`src/rtl/rcc_pkg.sv`:
```
package rcc_pkg;
  typedef enum logic [1:0] {
    RC_RUN    = 2'd0,
    RC_SQUASH = 2'd1,
    RC_TRAP   = 2'd2
  } rc_state_e;
endpackage

```
`src/rtl/rcc_flags.sv`:
```
module rcc_flags #(
  parameter int DEPTH = 16,
  parameter int CW    = 4,
  parameter int IDX_W = 4
) (
  input  logic             clk,
  input  logic             rst,
  input  logic             alloc_en,
  input  logic [IDX_W-1:0] alloc_idx,
  input  logic             alloc_ns,
  input  logic             done_en,
  input  logic [IDX_W-1:0] done_idx,
  input  logic             rel_en,
  input  logic [IDX_W-1:0] head_idx,
  output logic [CW-1:0]    win_done,
  output logic [CW-1:0]    win_ns,
  output logic [CW-1:0]    win_rel
);
  logic [DEPTH-1:0] done_q, ns_q, rel_q;

  always_ff @(posedge clk) begin
    if (rst) begin
      done_q <= '0;
      ns_q   <= '0;
      rel_q  <= '0;
    end else begin
      if (done_en) done_q[done_idx] <= 1'b1;
      if (rel_en)  rel_q[head_idx]  <= 1'b1;
      if (alloc_en) begin
        done_q[alloc_idx] <= 1'b0;
        rel_q[alloc_idx]  <= 1'b0;
        ns_q[alloc_idx]   <= alloc_ns;
      end
    end
  end

  for (genvar g = 0; g < CW; g++) begin : g_win
    logic [IDX_W-1:0] slot;
    assign slot        = head_idx + IDX_W'(g);
    assign win_done[g] = done_q[slot];
    assign win_ns[g]   = ns_q[slot];
    assign win_rel[g]  = rel_q[slot];
  end
endmodule

```
`src/rtl/rcc_retire_sel.sv`:
```
module rcc_retire_sel #(
  parameter int CW    = 4,
  parameter int CNT_W = 5,
  localparam int KW   = $clog2(CW + 1)
) (
  input  logic             enable,
  input  logic [CNT_W-1:0] count,
  input  logic [CW-1:0]    win_done,
  input  logic [CW-1:0]    win_ns,
  input  logic [CW-1:0]    win_rel,
  output logic [KW-1:0]    k,
  output logic [CW-1:0]    mask
);
  always_comb begin
    logic stop;
    stop = !enable;
    k    = '0;
    mask = '0;
    for (int i = 0; i < CW; i++) begin
      if (!stop && (CNT_W'(i) < count) && win_done[i] && (!win_ns[i] || win_rel[i])) begin
        k       = k + KW'(1);
        mask[i] = 1'b1;
      end else begin
        stop = 1'b1;
      end
    end
  end
endmodule

```
`src/rtl/rcc_age_filter.sv`:
```
module rcc_age_filter #(
  parameter int SEQ_W = 16,
  parameter int CNT_W = 5
) (
  input  logic             clk,
  input  logic             rst,
  input  logic [SEQ_W-1:0] head_seq,
  input  logic [CNT_W-1:0] count,
  input  logic             allow,
  input  logic             req_valid,
  input  logic [SEQ_W-1:0] req_seq,
  input  logic             load_en,
  input  logic [SEQ_W-1:0] load_seq,
  output logic             accept,
  output logic [SEQ_W-1:0] youngest
);
  logic [SEQ_W-1:0] req_off, yng_off, cnt_ext;

  assign cnt_ext = SEQ_W'(count);
  assign req_off = req_seq - head_seq;
  assign yng_off = youngest - head_seq;
  assign accept  = allow && req_valid && (req_off < cnt_ext)
                   && (yng_off < cnt_ext) && (req_off < yng_off);

  always_ff @(posedge clk) begin
    if (rst)          youngest <= '1;
    else if (accept)  youngest <= req_seq;
    else if (load_en) youngest <= load_seq;
  end

  p_youngest_drop_r7: assert property (@(posedge clk) disable iff (rst)
    accept |=> youngest == $past(req_seq));
endmodule

```
`src/rtl/rob_commit_ctl.sv`:
```
module rob_commit_ctl
  import rcc_pkg::*;
#(
  parameter int DEPTH    = 16,
  parameter int COMMIT_W = 4,
  parameter int SQUASH_W = 2,
  parameter int SEQ_W    = 16,
  parameter int TGT_W    = 32,
  parameter int TRAP_LAT = 4
) (
  input  logic                     clk,
  input  logic                     rst,
  input  logic                     disp_valid,
  input  logic                     disp_nonspec,
  output logic                     disp_ready,
  output logic [SEQ_W-1:0]         disp_seq,
  input  logic                     cmpl_valid,
  input  logic [SEQ_W-1:0]         cmpl_seq,
  input  logic                     redir_valid,
  input  logic [SEQ_W-1:0]         redir_seq,
  input  logic                     redir_mispredict,
  input  logic [TGT_W-1:0]         redir_target,
  input  logic                     trap_req,
  output logic [COMMIT_W-1:0]      ret_valid,
  output logic [SEQ_W-1:0]         ret_seq,
  output logic                     ns_valid,
  output logic [SEQ_W-1:0]         ns_seq,
  output logic                     sq_valid,
  output logic [SEQ_W-1:0]         sq_seq,
  output logic                     sq_mispredict,
  output logic [TGT_W-1:0]         sq_target,
  output logic                     free_upd,
  output logic [$clog2(DEPTH):0]   free_cnt
);
  localparam int IDX_W = $clog2(DEPTH);
  localparam int CNT_W = IDX_W + 1;
  localparam int KW    = $clog2(COMMIT_W + 1);
  localparam int TW    = $clog2(TRAP_LAT + 1);

  rc_state_e        state;
  logic [SEQ_W-1:0] head_seq, tail_seq, sq_tgt_q, youngest;
  logic [TW-1:0]    trap_cnt;
  logic [CNT_W-1:0] count, count_next;
  logic [SEQ_W-1:0] head_next, tail_next, remaining, rm;
  logic [COMMIT_W-1:0] win_done, win_ns, win_rel, ret_mask;
  logic [KW-1:0]    k;
  logic disp_fire, cmpl_in, take_trap, trap_fire, allow, accept, run_go, release_hd;

  assign count      = CNT_W'(tail_seq - head_seq);
  assign disp_ready = (state == RC_RUN) && (count < CNT_W'(DEPTH));
  assign disp_seq   = tail_seq;
  assign disp_fire  = disp_valid && disp_ready;
  assign cmpl_in    = cmpl_valid && ((cmpl_seq - head_seq) < SEQ_W'(count));
  assign take_trap  = (state == RC_RUN) && trap_req;
  assign trap_fire  = (state == RC_TRAP) && (trap_cnt == TW'(TRAP_LAT - 1));
  assign allow      = ((state == RC_RUN) || (state == RC_SQUASH)) && !take_trap;
  assign run_go     = (state == RC_RUN) && !accept;
  assign release_hd = run_go && (count != '0) && win_ns[0] && !win_rel[0];

  rcc_flags #(.DEPTH(DEPTH), .CW(COMMIT_W), .IDX_W(IDX_W)) u_flags (
    .clk(clk), .rst(rst),
    .alloc_en(disp_fire), .alloc_idx(tail_seq[IDX_W-1:0]), .alloc_ns(disp_nonspec),
    .done_en(cmpl_in), .done_idx(cmpl_seq[IDX_W-1:0]),
    .rel_en(release_hd), .head_idx(head_seq[IDX_W-1:0]),
    .win_done(win_done), .win_ns(win_ns), .win_rel(win_rel)
  );

  rcc_retire_sel #(.CW(COMMIT_W), .CNT_W(CNT_W)) u_sel (
    .enable(run_go), .count(count),
    .win_done(win_done), .win_ns(win_ns), .win_rel(win_rel),
    .k(k), .mask(ret_mask)
  );

  rcc_age_filter #(.SEQ_W(SEQ_W), .CNT_W(CNT_W)) u_age (
    .clk(clk), .rst(rst), .head_seq(head_seq), .count(count),
    .allow(allow), .req_valid(redir_valid), .req_seq(redir_seq),
    .load_en(disp_fire || trap_fire),
    .load_seq(trap_fire ? head_seq - SEQ_W'(1) : tail_seq),
    .accept(accept), .youngest(youngest)
  );

  // tail-side removal while squashing
  assign remaining = tail_seq - sq_tgt_q - SEQ_W'(1);
  assign rm = (state != RC_SQUASH) ? '0 :
              (remaining < SEQ_W'(SQUASH_W)) ? remaining : SEQ_W'(SQUASH_W);

  always_comb begin
    head_next = head_seq + SEQ_W'(k);
    if (disp_fire) tail_next = tail_seq + SEQ_W'(1);
    else           tail_next = tail_seq - rm;
    count_next = CNT_W'(tail_next - head_next);
  end

  always_ff @(posedge clk) begin
    if (rst) begin
      state    <= RC_RUN;
      head_seq <= '0;
      tail_seq <= '0;
      sq_tgt_q <= '0;
      trap_cnt <= '0;
    end else begin
      head_seq <= head_next;
      tail_seq <= tail_next;
      unique case (state)
        RC_RUN: begin
          if (take_trap) begin
            state    <= RC_TRAP;
            trap_cnt <= '0;
          end else if (accept) begin
            state    <= RC_SQUASH;
            sq_tgt_q <= redir_seq;
          end
        end
        RC_TRAP: begin
          if (trap_fire) begin
            state    <= RC_SQUASH;
            sq_tgt_q <= head_seq - SEQ_W'(1);
          end else begin
            trap_cnt <= trap_cnt + TW'(1);
          end
        end
        RC_SQUASH: begin
          if (accept)                sq_tgt_q <= redir_seq;
          else if (remaining == rm)  state    <= RC_RUN;
        end
        default: state <= RC_RUN;
      endcase
    end
  end

  always_ff @(posedge clk) begin
    if (rst) begin
      ret_valid     <= '0;
      ret_seq       <= '0;
      ns_valid      <= 1'b0;
      ns_seq        <= '0;
      sq_valid      <= 1'b0;
      sq_seq        <= '0;
      sq_mispredict <= 1'b0;
      sq_target     <= '0;
      free_upd      <= 1'b0;
      free_cnt      <= CNT_W'(DEPTH);
    end else begin
      ret_valid     <= ret_mask;
      ret_seq       <= head_seq;
      ns_valid      <= release_hd;
      ns_seq        <= head_seq;
      sq_valid      <= accept || trap_fire;
      sq_seq        <= accept ? redir_seq : head_seq - SEQ_W'(1);
      sq_mispredict <= accept && redir_mispredict;
      sq_target     <= accept ? redir_target : '0;
      free_upd      <= (count_next != count);
      free_cnt      <= CNT_W'(DEPTH) - count_next;
    end
  end

  p_occupancy_r2: assert property (@(posedge clk) disable iff (rst)
    count <= CNT_W'(DEPTH));
  p_head_advance_r3: assert property (@(posedge clk) disable iff (rst)
    ret_valid[0] |-> head_seq == ret_seq + SEQ_W'($countones(ret_valid)));
  p_release_at_head_r5: assert property (@(posedge clk) disable iff (rst)
    ns_valid |-> ns_seq == head_seq);
  p_youngest_tail_r7: assert property (@(posedge clk) disable iff (rst)
    (state == RC_RUN) |-> youngest == tail_seq - SEQ_W'(1));
  p_squash_rate_r8: assert property (@(posedge clk) disable iff (rst)
    (state == RC_SQUASH) |=> (SEQ_W'($past(tail_seq) - tail_seq) <= SEQ_W'(SQUASH_W)));
  p_free_change_r9: assert property (@(posedge clk) disable iff (rst)
    free_upd |-> free_cnt != $past(free_cnt));
  p_frozen_retire_r10: assert property (@(posedge clk) disable iff (rst)
    (ret_valid != '0) |-> $past(state) == RC_RUN);
endmodule

```
`config.mk`:
```
export PLATFORM = sky130hd
export DESIGN_NAME = rob_commit_ctl
export DESIGN_NICKNAME = d
export VERILOG_FILES = /design/src/rtl/rcc_pkg.sv /design/src/rtl/rcc_flags.sv /design/src/rtl/rcc_retire_sel.sv /design/src/rtl/rcc_age_filter.sv /design/src/rtl/rob_commit_ctl.sv
export SDC_FILE = /design/constraint.sdc
export NUM_CORES = 1
export LEC_CHECK = 0
export ABC_AREA = 1
export CAP_MARGIN = 15
export CORE_MARGIN = 3
export CORE_UTILIZATION = 38
export DETAILED_ROUTE_END_ITERATION = 8
export DONT_BUFFER_PORTS = 1
export GPL_ROUTABILITY_DRIVEN = 0
export GPL_TIMING_DRIVEN = 0
export PLACE_DENSITY = 0.56
export SETUP_SLACK_MARGIN = 0.15
export SYNTH_ARGS = -nofsm -noshare
export SYNTH_HDL_FRONTEND = slang
export SYNTH_SLANG_ARGS = --single-unit
```
`constraint.sdc`:
```
create_clock -name clk -period 9.1 [get_ports clk]
set_input_delay 1.365 -clock clk [delete_from_list [all_inputs] [get_ports clk]]
set_output_delay 1.365 -clock clk [all_outputs]
set_load 0.005 [all_outputs]
```
==> results.toml <==
[floorplan]
num_rows = 69
die_h_um = 199
ios = 182
fp.dieW_um = 199
die-area_um2 = 39500
start_util_pct = 39.1
design.core.area_um2 = 36100

[detailed_routing]
route.layer.met1.wl_mm = 21.8
routed_wirelength_mm = 46.9
first_pass_iters = 6
initial_drc_count = 1349
num_vias = 13400
met3WireLength_mm = 3.02
route.detailed.wl_per_inst_um = 18.1
routed-wl-met2_mm = 21.0
drt_drc_violations_left = 0
antenna_violating_nets_post_route = 0
topRoutingLayerUsed = "met4"
routed_via_density = 5.18

[pwr]
comb_power_share_pct = 43.8
pwr-share-clk_pct = 24.3
leakage_nw = 7.28
internal_power_w = 0.00180
power-per-cell-area_nw_per_um2 = 207
seq_power_share_pct = 31.9
swShare_pct = 43.0
switchingPower_w = 0.00136
peakVddDrop_v = 0.000157

[place]
detailed_place_hpwl_mm = 38.0
placed_cell_area_um2 = 14700
io_buffer_count = 0

[global_route]
grt_usage_pct = 23.8
wire_length_of_the_first_global_routing_pass_mm = 72.3
overflow = 0
vias_in_the_first_global_route = 12500
grt_start_max_net_pins = 24
antenna_found_initial = 0

[synthesis]
seq_area_frac_synth_pct = 27.5
netlist.top_cell.by_area = "dfxtp_1"
netlist_area_um2 = 14100
synth.area.top_cells = "dfxtp_1 28%, nand2_1 13%, ha_1 11%, inv_1 8.2%, nor2_1 5.7%"
ys.flop_type = "dfxtp_1"
syn_inst = 2100
post_synth_top_area_share_pct = 27.5
syn-num-nets = 2306
ys_seq_elements = 194
post-synth-top-count-cell = "nand2_1"
synth_common_cells = "488 x nand2_1, 309 x inv_1, 215 x nor2_1"
number_of_warnings_reported_in_the_yosys_synthesis_log = 0
synth-edff-count = 0
synth_cell_type_count = 63
ys_async_sr_fraction_pct = 0
mean_instance_size_in_the_synthesized_netlist_um2 = 6.72

[layout]
filler_cell_count = 3859
antenna_cells = 0
synthToLayoutAreaGrowth_pct = 8.19
nets = 2325
post_route_cells_drive_above_1_share_pct = 6.89
final_design_area_no_fill_um2 = 15300

[sta]
worstMarginPinSlew_ps = 1100
timing.clock.skew_ps = 15.4
fin_tns_setup_ps = 0
final_max_slew_viol_count = 0
fin_crit_period_ps = 8020
finalHoldViolCount = 0
final.period_utilization_pct = 88.1
setup_viol = 0
timing.fmax_ghz = 0.125
worst_slew_margin_rel_pct = 26.9
rsz0062_at_grt = "no"

[critical_path]
critPathMaxFanout = 23
timing.setup.critical_path_class = "flip-flop to flip-flop"
cp_common_cell = "nand2_1"
cp_slowest_stage_delay_ps = 560
setup.worst_path.end_class = "flip-flop"
crit_path_max_delay_cell_type = "fa_1"
worst_ep_required_time_ps = 9490
critical_path_arrival_ps = 8400
worst_setup_path_start_kind = "flip-flop"

[hold_path]
worst_hold_path_type = "flip-flop to flip-flop"

[cts]
clk_latency_ps = 460
max-clock-path-buffers = 2
worst_setup_hold_path_clk_slew_ps = 80
holdBufCountCts = 0
cts_made_buffers = 17
numClockSinks = 194
cts_root_buf = "clkbuf_16"
cts_tree = "yes"
htreeDepth = 4
post_cts_resized = 0
cts_setup_buffers = 0

[run_status]
outcome = "completed"

[run]
maxCapViolCount = 0
-- stage by stage --
step           total power [W]  worst slack (ps)  utilization [%]  hold slack (ps)  cells
6_report               0.00316              1080             42.3              475   2593
5_1_grt                0.00343               297             42.3              486   2593
4_1_cts                0.00317              1160             42.3              468   2593
3_5_place_dp           0.00239              1140             40.7              457   2561
3_3_place_gp           0.00237              1180             40.7              451   2561
2_1_floorplan          0.00203              2240                -              430   2100
-- cell type report --
type	count	area, µm²	share of cell area, %
Buffer	73	453	2.97
Multi-Input combinational cell	1502	8530	55.9
Inverter	331	1250	8.17
Clock inverter	14	150	0.983
Tap cell	461	577	3.78
Clock buffer	18	429	2.81
Sequential cell	194	3880	25.4
-- kinds of logic (layout without fill, tap and decap cells) --
family,count (synthesis),in the layout,synth area share [%]
and+or+nand+nor,900,900,27.1
DFF,194,194,27.5
buffers and inverters,404,436,12.0
AOI/OAI and AO/OA,395,395,16.5
adders and majority gates,134,134,12.3
muxes,4,4,0.284
xor gates and xnor gates,69,69,4.33
-- power by group through the flow --
stage / Clock, W / Combinational (W) / Sequential [W]
after floorplan: 0 / 0.00105 / 0.000982
after global placement: 0 / 0.00134 / 0.00103
after detailed placement: 0 / 0.00136 / 0.00103
after CTS: 0.000786 / 0.00137 / 0.00101
after global routing: 0.000820 / 0.00159 / 0.00102
final: 0.000769 / 0.00138 / 0.00101
-- cells in the final DEF, fill, tap and decap left out, drive strengths merged, types with 38 or more instances in the layout --
| cell | instances |
|---|---|
| nand4 | 38 |
| a21oi | 152 |
| o21ai | 133 |
| nor2 | 220 |
| ha | 126 |
| clkbuf | 40 |
| buf | 51 |
| nand3 | 100 |
| xor2 | 51 |
| nand2 | 493 |
| inv | 332 |
| dfxtp | 194 |
-- metal layers --
layer,GRT usage (%),up-vias
met1,32.8,6170
met3,5.08,59
met2,37.7,377
met4,6.64,0
li1,-,6828
met5,0,-
-- final timing paths --
path	slack, ps	start	depth (start not counted)	endpoint
max	1080	head_seq[1]	49	head_seq[15]
max reg2reg	1080	head_seq[1]	49	head_seq[15]
min reg2reg	480	u_age.youngest[4]	2	u_age.youngest[4]
min	480	u_age.youngest[4]	2	u_age.youngest[4]
-- flip-flops by register name (all words and copies together) (netlist names) --
name            cells
sq_target          32
disp_seq           16
head_seq           16
ns_seq             16
sq_seq             16
sq_tgt_q           16
u_age.youngest     16
u_flags.done_q     16
u_flags.ns_q       16
u_flags.rel_q      16
free_cnt            5
ret_valid           4
trap_cnt            3
state               2
free_upd            1
ns_valid            1
sq_mispredict       1
sq_valid            1
-- worst max-delay path: cells and delay by family, from the launching register on --
family,cells,cell delay [ps]
simple gates,25,3240
fa+ha+maj,5,1690
buf+inv,12,1440
compound gates,7,1020
flops,1,540
(Power assumes the default switching activity.)
